--- src/rtl/scm_pkg.sv ---
package scm_pkg;
  localparam logic [1:0] ADDR_DATA = 2'd0;
  localparam logic [1:0] ADDR_TX   = 2'd1;
  localparam logic [1:0] ADDR_CTL  = 2'd2;

  typedef struct packed {
    logic holdWr;      // store bus data as first word
    logic txWr;        // store bus data in transmit buffer
    logic loadFirst;   // shift register takes holding word
    logic loadNext;    // chain: shift takes next word, rx buffer takes shift
    logic nextFromBus; // next word comes straight from the bus write
    logic shiftIn;     // rising serial edge
    logic shiftOut;    // falling serial edge inside a word
  } dpStrobe_t;
endpackage

--- src/rtl/scm_ctrl.sv ---
module scm_ctrl
  import scm_pkg::*;
#(
  parameter int DATA_W   = 8,
  parameter int HALF_CYC = 2
) (
  input  logic       clk,
  input  logic       rstN,
  input  logic       busWrEn,
  input  logic [1:0] busAddr,
  input  logic [1:0] ctlBits,
  output dpStrobe_t  strobe,
  output logic       sck,
  output logic       busy,
  output logic       doneIrq,
  output logic       overrun
);
  localparam int CNT_W = $clog2(HALF_CYC + 1);
  localparam int BIT_W = $clog2(DATA_W);

  logic [CNT_W-1:0] phaseCnt;
  logic [BIT_W-1:0] bitCnt;
  logic             reqPend;

  logic wrTx, wrHold, wrCtl, startReq, txAccept, txReject, grab;
  logic phaseEnd, lastBit, riseNow, fallMid, windowEnd, chainNow;

  always_comb begin
    wrTx      = busWrEn && (busAddr == ADDR_TX);
    wrHold    = busWrEn && (busAddr == ADDR_DATA);
    wrCtl     = busWrEn && (busAddr == ADDR_CTL);
    startReq  = wrCtl && ctlBits[0] && !busy;
    txAccept  = wrTx && (!busy || !reqPend);
    txReject  = wrTx && busy && reqPend;
    grab      = txAccept && busy;
    phaseEnd  = busy && (phaseCnt == CNT_W'(HALF_CYC - 1));
    lastBit   = (bitCnt == BIT_W'(DATA_W - 1));
    riseNow   = phaseEnd && !sck;
    fallMid   = phaseEnd && sck && !lastBit;
    windowEnd = phaseEnd && sck && lastBit;
    chainNow  = windowEnd && (reqPend || grab);

    strobe.holdWr      = wrHold;
    strobe.txWr        = txAccept;
    strobe.loadFirst   = startReq;
    strobe.loadNext    = chainNow;
    strobe.nextFromBus = !reqPend;
    strobe.shiftIn     = riseNow;
    strobe.shiftOut    = fallMid;
  end

  always_ff @(posedge clk) begin
    if (!rstN) begin
      busy     <= 1'b0;
      sck      <= 1'b1;
      phaseCnt <= '0;
      bitCnt   <= '0;
      reqPend  <= 1'b0;
      doneIrq  <= 1'b0;
      overrun  <= 1'b0;
    end else begin
      doneIrq <= riseNow && lastBit;

      if (txReject)                  overrun <= 1'b1;
      else if (wrCtl && ctlBits[1])  overrun <= 1'b0;

      if (startReq)      reqPend <= 1'b1;   // two set, first retired at once
      else if (chainNow) reqPend <= 1'b0;
      else if (grab)     reqPend <= 1'b1;

      if (startReq) begin
        busy     <= 1'b1;
        sck      <= 1'b0;
        phaseCnt <= '0;
        bitCnt   <= '0;
      end else if (phaseEnd) begin
        phaseCnt <= '0;
        if (riseNow) begin
          sck <= 1'b1;
        end else if (fallMid) begin
          sck    <= 1'b0;
          bitCnt <= bitCnt + BIT_W'(1);
        end else if (chainNow) begin
          sck    <= 1'b0;
          bitCnt <= '0;
        end else begin
          busy   <= 1'b0;
          bitCnt <= '0;
        end
      end else if (busy) begin
        phaseCnt <= phaseCnt + CNT_W'(1);
      end
    end
  end
endmodule

--- src/rtl/scm_datapath.sv ---
module scm_datapath
  import scm_pkg::*;
#(
  parameter int DATA_W = 8
) (
  input  logic              clk,
  input  logic              rstN,
  input  dpStrobe_t         strobe,
  input  logic [1:0]        busAddr,
  input  logic [DATA_W-1:0] busWrData,
  input  logic              sdi,
  input  logic              busy,
  input  logic              overrun,
  output logic [DATA_W-1:0] busRdData,
  output logic              sdo
);
  logic [DATA_W-1:0] holdReg, txBuf, shiftReg, rxBuf, nextWord;

  assign nextWord = strobe.nextFromBus ? busWrData : txBuf;

  always_ff @(posedge clk) begin
    if (!rstN) begin
      holdReg  <= '0;
      txBuf    <= '0;
      shiftReg <= '0;
      rxBuf    <= '0;
      sdo      <= 1'b0;
    end else begin
      if (strobe.holdWr) holdReg <= busWrData;
      if (strobe.txWr)   txBuf   <= busWrData;
      if (strobe.loadFirst) begin
        shiftReg <= holdReg;
        sdo      <= holdReg[DATA_W-1];
      end else if (strobe.loadNext) begin
        rxBuf    <= shiftReg;
        shiftReg <= nextWord;
        sdo      <= nextWord[DATA_W-1];
      end else if (strobe.shiftIn) begin
        shiftReg <= {shiftReg[DATA_W-2:0], sdi};
      end else if (strobe.shiftOut) begin
        sdo <= shiftReg[DATA_W-1];
      end
    end
  end

  always_comb begin
    case (busAddr)
      ADDR_DATA: busRdData = rxBuf;
      ADDR_TX:   busRdData = shiftReg;
      ADDR_CTL:  busRdData = {{(DATA_W-2){1'b0}}, overrun, busy};
      default:   busRdData = '0;
    endcase
  end
endmodule

--- src/rtl/serial_chain_master.sv ---
module serial_chain_master
  import scm_pkg::*;
#(
  parameter int DATA_W   = 8,
  parameter int HALF_CYC = 2
) (
  input  logic              clk,
  input  logic              rstN,
  input  logic              busWrEn,
  input  logic [1:0]        busAddr,
  input  logic [DATA_W-1:0] busWrData,
  output logic [DATA_W-1:0] busRdData,
  output logic              sck,
  output logic              sdo,
  input  logic              sdi,
  output logic              doneIrq
);
  dpStrobe_t strobe;
  logic      busyFlag;
  logic      overrunFlag;

  scm_ctrl #(.DATA_W(DATA_W), .HALF_CYC(HALF_CYC)) ctrl_i (
    .clk(clk), .rstN(rstN), .busWrEn(busWrEn), .busAddr(busAddr),
    .ctlBits(busWrData[1:0]), .strobe(strobe), .sck(sck),
    .busy(busyFlag), .doneIrq(doneIrq), .overrun(overrunFlag)
  );

  scm_datapath #(.DATA_W(DATA_W)) dp_i (
    .clk(clk), .rstN(rstN), .strobe(strobe), .busAddr(busAddr),
    .busWrData(busWrData), .sdi(sdi), .busy(busyFlag),
    .overrun(overrunFlag), .busRdData(busRdData), .sdo(sdo)
  );
endmodule

--- config.mk ---
export PLATFORM = sky130hd
export DESIGN_NAME = serial_chain_master
export DESIGN_NICKNAME = d
export VERILOG_FILES = /design/src/rtl/scm_pkg.sv /design/src/rtl/scm_ctrl.sv /design/src/rtl/scm_datapath.sv /design/src/rtl/serial_chain_master.sv
export SDC_FILE = /design/constraint.sdc
export NUM_CORES = 1
export LEC_CHECK = 0
export BUFFER_PORTS_ARGS = -buffer_cell sky130_fd_sc_hd__buf_2
export CAP_MARGIN = 20
export CORE_ASPECT_RATIO = 1.4
export CORE_MARGIN = 4
export CORE_UTILIZATION = 62
export DETAILED_ROUTE_END_ITERATION = 16
export GPL_ROUTABILITY_DRIVEN = 0
export MAX_ROUTING_LAYER = met4
export PLACE_DENSITY = 0.83
export RECOVER_POWER = 100
export SYNTH_ARGS = -nofsm -noshare
export SYNTH_HDL_FRONTEND = slang
export SYNTH_SLANG_ARGS = --single-unit
--- constraint.sdc ---
create_clock -name clk -period 3.57 [get_ports clk]
set_input_delay 0.714 -clock clk [delete_from_list [all_inputs] [get_ports clk]]
set_output_delay 0.714 -clock clk [all_outputs]
set_load 0.02 [all_outputs]
# Yosys cells after proc, flatten, opt, wreduce, memory -nomap -nowiden
# Index checks and enable logic that the tools add are counted.
dict set report word_totals {
  word_cells 87
  romBits 0
  latchBits 0
  output_inout_bits 11
  ff_bits 43
  mem_bits_rw 0
  memories 0
  inputBits 14
}
dict set report classes {
  magnitude_cmp 0
  muxes 25
  n_shift 0
  div_mod_pow 0
  addsub 2
  n_reduce_logical 37
  eq_ne 8
  n_mul 0
  bitwise 3
}
# cell count
set op_table {}
lappend op_table {{two-way mux 8 bit} 4}
lappend op_table {{one-hot mux 8 bit (3 select lines)} 1}
lappend op_table {{two-way mux 1 bit} 19}
lappend op_table {{logical AND 1 bit} 17}
lappend op_table {{nonzero test 3 bit} 3}
lappend op_table {{AND reduction 2 bit} 4}
lappend op_table {{inequality test 2 x 1 -> 1 bit, second input constant} 3}
lappend op_table {{== test 2 x 1 -> 1 bit, second input constant} 2}
lappend op_table {{logical NOT 1 bit} 4}
lappend op_table {{AND reduction 4 bit} 1}
lappend op_table {{nonzero test 2 bit} 2}
lappend op_table {{nonzero test 4 bit} 1}
lappend op_table {{adder 3 x 1 -> 3 bit, second input constant} 1}
lappend op_table {{== test 3 bit, second input constant} 1}
lappend op_table {{two-way mux 3 bit} 1}
lappend op_table {{inequality test 3 x 2 -> 1 bit, second input constant} 1}
lappend op_table {{inverter 1 bit} 3}
lappend op_table {{OR reduction 3 bit} 1}
lappend op_table {{adder 2 x 1 -> 2 bit, second input constant} 1}
lappend op_table {{== test 2 bit, second input constant} 1}
lappend op_table {{logical NOT 2 bit} 1}
lappend op_table {{logical OR 1 bit} 2}
lappend op_table {{OR reduction 2 bit} 1}

# Longest topological paths before layout
dict set report logic_depth {
  word_depth 11
  depth_mapped 7
  mapped_depth_nobuf 6
}

# Cells and area by module
# From an unflattened synthesis, not the netlist that was laid out.
dict set report unflattened {
  cells_unflattened 255
  area_unflattened_um2 2190.9
}
# module instances cells_per_inst seq_area_each_um2 area_each_um2
set modules_own_cells {}
lappend modules_own_cells {scm_datapath 1 188 660.6 1596.5}
lappend modules_own_cells {scm_ctrl 1 67 200.2 594.3}

# Worst setup path after synthesis
# No wires, ideal clock.
dict set report synth_path {
  path_type {in2out}
  from {input busAddr[0]}
  to {output busRdData[0]}
  path_slack_ns 1.195
  path_buffers 2
  path_stages 4
  required_ns 2.856
  arrival_time_ns 1.661
  cell_sequence {buf_2 > buf_2 > mux2i_1 > o21ai_0}
}
dict set report synth_via {
  elab_chain_len 2
  elab_cells_between_ends 4
  cone_classes {eq/ne (2); mux (1); reduce/logical (1)}
}
# item line_no
set synth_lines {}
lappend synth_lines {{start, declared} serial_chain_master.sv:10} ;# input logic [1:0] busAddr,
lappend synth_lines {{== test 2 bit, or another cell as far along} scm_datapath.sv:47} ;# case (busAddr)
lappend synth_lines {{one-hot mux 8 bit (3 select lines) *} scm_datapath.sv:47}
lappend synth_lines {{end, declared} serial_chain_master.sv:12} ;# output logic [DATA_W-1:0] busRdData,
# Every way passes the cells marked *; elsewhere a longest branch is shown, timed or not.

# Final worst setup path
dict set report layout_path {
  from {input busAddr[0]}
  to {register dp_i.sdo}
}
dict set report layout_via {
  elab_chain_len 8
  elab_cells_between_ends 15
  cone_classes {eq/ne (3); mux (2); reduce/logical (10)}
}
# item line_no
set layout_lines {}
lappend layout_lines {{== test 2 x 1 -> 1 bit} scm_ctrl.sv:29} ;# wrTx = busWrEn && (busAddr == ADDR_TX);
lappend layout_lines {{logical AND 1 bit} scm_ctrl.sv:29}
lappend layout_lines {{logical AND 1 bit} scm_ctrl.sv:33} ;# txAccept = wrTx && (!busy || !reqPend);
lappend layout_lines {{logical AND 1 bit} scm_ctrl.sv:35} ;# grab = txAccept && busy;
lappend layout_lines {{logical OR 1 bit} scm_ctrl.sv:41} ;# chainNow = windowEnd && (reqPend || grab);
lappend layout_lines {{logical AND 1 bit} scm_ctrl.sv:41}
lappend layout_lines {{inequality test 3 x 2 -> 1 bit (no line), or another cell as far along} --}
lappend layout_lines {{AND reduction 2 bit (no line) or two-way mux 1 bit (tied branches)} --}
lappend layout_lines {{end signal, assigned} scm_datapath.sv:33} ;# sdo <= holdReg[DATA_W-1];
lappend layout_lines {{end signal, assigned} scm_datapath.sv:37} ;# sdo <= nextWord[DATA_W-1];
lappend layout_lines {{end signal, assigned} scm_datapath.sv:41} ;# sdo <= shiftReg[DATA_W-1];
lappend layout_lines {{end, declared} scm_datapath.sv:15} ;# output logic sdo
# Parallel ways exist; a longest one is shown, timed or not.
# A chain may end at the register's enable or synchronous reset.

==> run metrics <==
outcome=finished clean; Hold Path End=ctrl_i.phaseCnt[1]; post-cts hold buffer count=0; Die ar.=around 4500 um^2; synth unique cells=39; sequential-to-total area share from yosys stat=0.395; max cap viols=0; Post-synth EDFFs=0; yosys warns=0; drt wl/cell=approximately 16 um; post-DP HPWL=3.11 mm; Setup Fix Bufs, Post-CTS=0; starting density of the core=0.644; skew final=~0.0074 ns; DR DRC count=0; cell row count=25; HP Start=ctrl_i.phaseCnt[1]; Post-Route WL=4.47 mm; Worst setup SP type=input port; RSZ-0062 raised after global routing=false; post-route ant nets=0; Clk Latency, worst-skew pair=roughly 0.3 ns; worst r2r dst=dp_i.shiftReg[7]; Hold/Removal Path Class=flip-flop to flip-flop; FFs w/ async S/R, synth=0; vias per cell=6.01; DP Worst Slack=0.988 ns; root cell of the clock tree=clkbuf_8; power consumption=1.01 mW; Nets=264; io pins=25; drt initial violations=84; final setup margin=0.833 ns; total gr overflow=0; minimum clock period=between 2 and 3 ns; Critical Path End Type=flip-flop; Lkg Pwr=between 1 and 1.5 nW; Vias=1731; DIE HEIGHT=78.1 um; clk slew on worst S/H paths=0.08 ns; normalized max-slew margin=0.228; flop-to-flop setup slack=around 1.2 ns; final worst-path cycle share=0.767; number of antenna diodes=0; Final Hold Viols=0; Syn Std Cell Area=2180 um^2; core area=3380 um^2; first-pass GRT wire length=7.44 mm; worst reg-to-reg path cell count=4; Yosys reg bits=43; CTS buffer count=5; Tot GR Track Use=0.219; I/O Buffers=24; VDD IR max=roughly 470 uV; largest net degree at the start of global routing=32; Worst Hold Slack=0.487 ns; initial antenna violation count=0; first-pass iteration count of the detailed router=4; ys flop type=dfxtp_1; H-Tree Depth=2; Resized cells post-CTS=0; CTS tree=done; Pwr Density=between 400 and 500 nW/um^2; WP data arrival=2.94 ns; share of cells above drive strength 1=0.129; endpoints failing setup=0; Required @ worst endpoint=3.78 ns; worst slew pin tran=between 1 and 1.5 ns; total clock sinks=43; hold depth=2; number of global-route vias before repair=roughly 1600; fmax=0.365 GHz; Mapped Cells=233; Syn Nets=250; chip width=58.1 um; setup_tns=0 ns; kind of critical path=input port to flip-flop; area delta synth->final=8.51%; Final Max Slew Viols=0; clk buf depth=2; fillers=between 200 and 300; Synth Area per Inst=9.34 um^2; crit-path max FO=16; FF-to-FF Start=ctrl_i.busy
-- kinds of logic after synthesis --
kind of cell,share of synthesized area
AOI/OAI and AO/OA,0.159
adders and majority gates,0.0172
buffers and inverters,0.0488
DFF,0.395
muxes,0.220
and+or+nand+nor,0.160
-- final cells by class --
type | count | area (um^2) | share of cell area
Multi-Input combinational cell | 168 | 1190 | 0.505
Sequential cell | 43 | 861 | 0.364
Timing Repair Buffer | 25 | 111 | 0.0471
Clock buffer | 6 | 72.6 | 0.0307
Clock inverter | 2 | 60.1 | 0.0254
Tap cell | 40 | 50.0 | 0.0212
Inverter | 4 | 15.0 | 0.00636
-- routing by layer --
metal	global-route usage	wire length (um)	vias up
met5	-	0	-
met4	0.114	166	0
met3	0.0625	198	14
met2	0.352	2240	42
met1	0.244	1860	811
li1	-	-	864
-- flip-flops by register name (all words and copies together), names as in the netlist, 2 cells and up --
register         flops
ctrl_i.phaseCnt      2
dp_i.txBuf           8
dp_i.holdReg         8
dp_i.rxBuf           8
ctrl_i.bitCnt        3
dp_i.shiftReg        8
-- synth_stat cells (all sizes together) (2+ instances only) --
cell | count | share of area
o22ai | 8 | 0.026
nand2 | 15 | 0.026
inv | 4 | 0.0069
nor2b | 4 | 0.011
buf | 10 | 0.028
a21oi | 8 | 0.018
nor3 | 3 | 0.0069
a311oi | 2 | 0.011
nand3 | 3 | 0.0092
mux2 | 7 | 0.036
dfxtp | 43 | 0.40
or2 | 2 | 0.0069
clkbuf | 8 | 0.014
o221ai | 8 | 0.032
nor2 | 38 | 0.066
mux2i | 40 | 0.18
ha | 3 | 0.017
o21ai | 3 | 0.0069
nand4b | 2 | 0.0080
o21bai | 7 | 0.024
nor3b | 3 | 0.010
-- power breakdown --
part | switching (mW) | internal [mW]
Clock | 0.163 | 0.279
Combinational | 0.0415 | 0.0308
Sequential | 0.0104 | 0.489
Total | 0.214 | 0.799
-- worst max-delay path by stage --
stage	depth (start not counted)	endpoint	from	slack, ns
detailed placement	5	dp_i.shiftReg[7]	busAddr[0]	0.99
global route	5	dp_i.sdo	busAddr[0]	0.71
global placement	5	dp_i.shiftReg[7]	busAddr[0]	1.05
CTS	6	dp_i.shiftReg[7]	ctrl_i.bitCnt[0]	1.31
floorplan	4	busRdData[0]	busAddr[0]	1.19
finish	5	dp_i.sdo	busAddr[0]	0.83
-- critical path: stages --
cell,delay [ns]
clkbuf_1,0.59
nand4b_1,0.45
or2_0,0.61
o21ai_0,0.25
a221oi_2,0.32
-- through the flow --
step	utilization	instances	cell area (um^2)
2_1_floorplan	-	233	2180
3_3_place_gp	0.670	280	2260
3_5_place_dp	0.670	280	2260
4_1_cts	0.709	288	2400
5_1_grt	0.699	288	2360
6_report	0.699	288	2360
-- cell usage in the layout (no fill, tap or decap), drive strengths merged --
| cell | count |
|---|---|
| a21oi | 8 |
| nor2b | 4 |
| o22ai | 8 |
| o211ai | 1 |
| a311oi | 2 |
| clkbuf | 19 |
| a211o | 1 |
| or2 | 2 |
| a211oi | 1 |
| o221ai | 8 |
| nand2b | 1 |
| inv | 4 |
| nor3b | 3 |
| nor3 | 3 |
| nand3 | 3 |
| mux2 | 7 |
| nand4b | 2 |
| nor2 | 38 |
| and4b | 1 |
| nand3b | 1 |
| o21ai | 3 |
| buf | 12 |
| o21bai | 7 |
| dfxtp | 43 |
| bufinv | 2 |
| a21o | 1 |
| a221oi | 1 |
| a41oi | 1 |
| o32a | 1 |
| mux2i | 40 |
| a31o | 1 |
| nand2 | 15 |
| ha | 3 |
| and3 | 1 |
(Power assumes the default switching activity.)
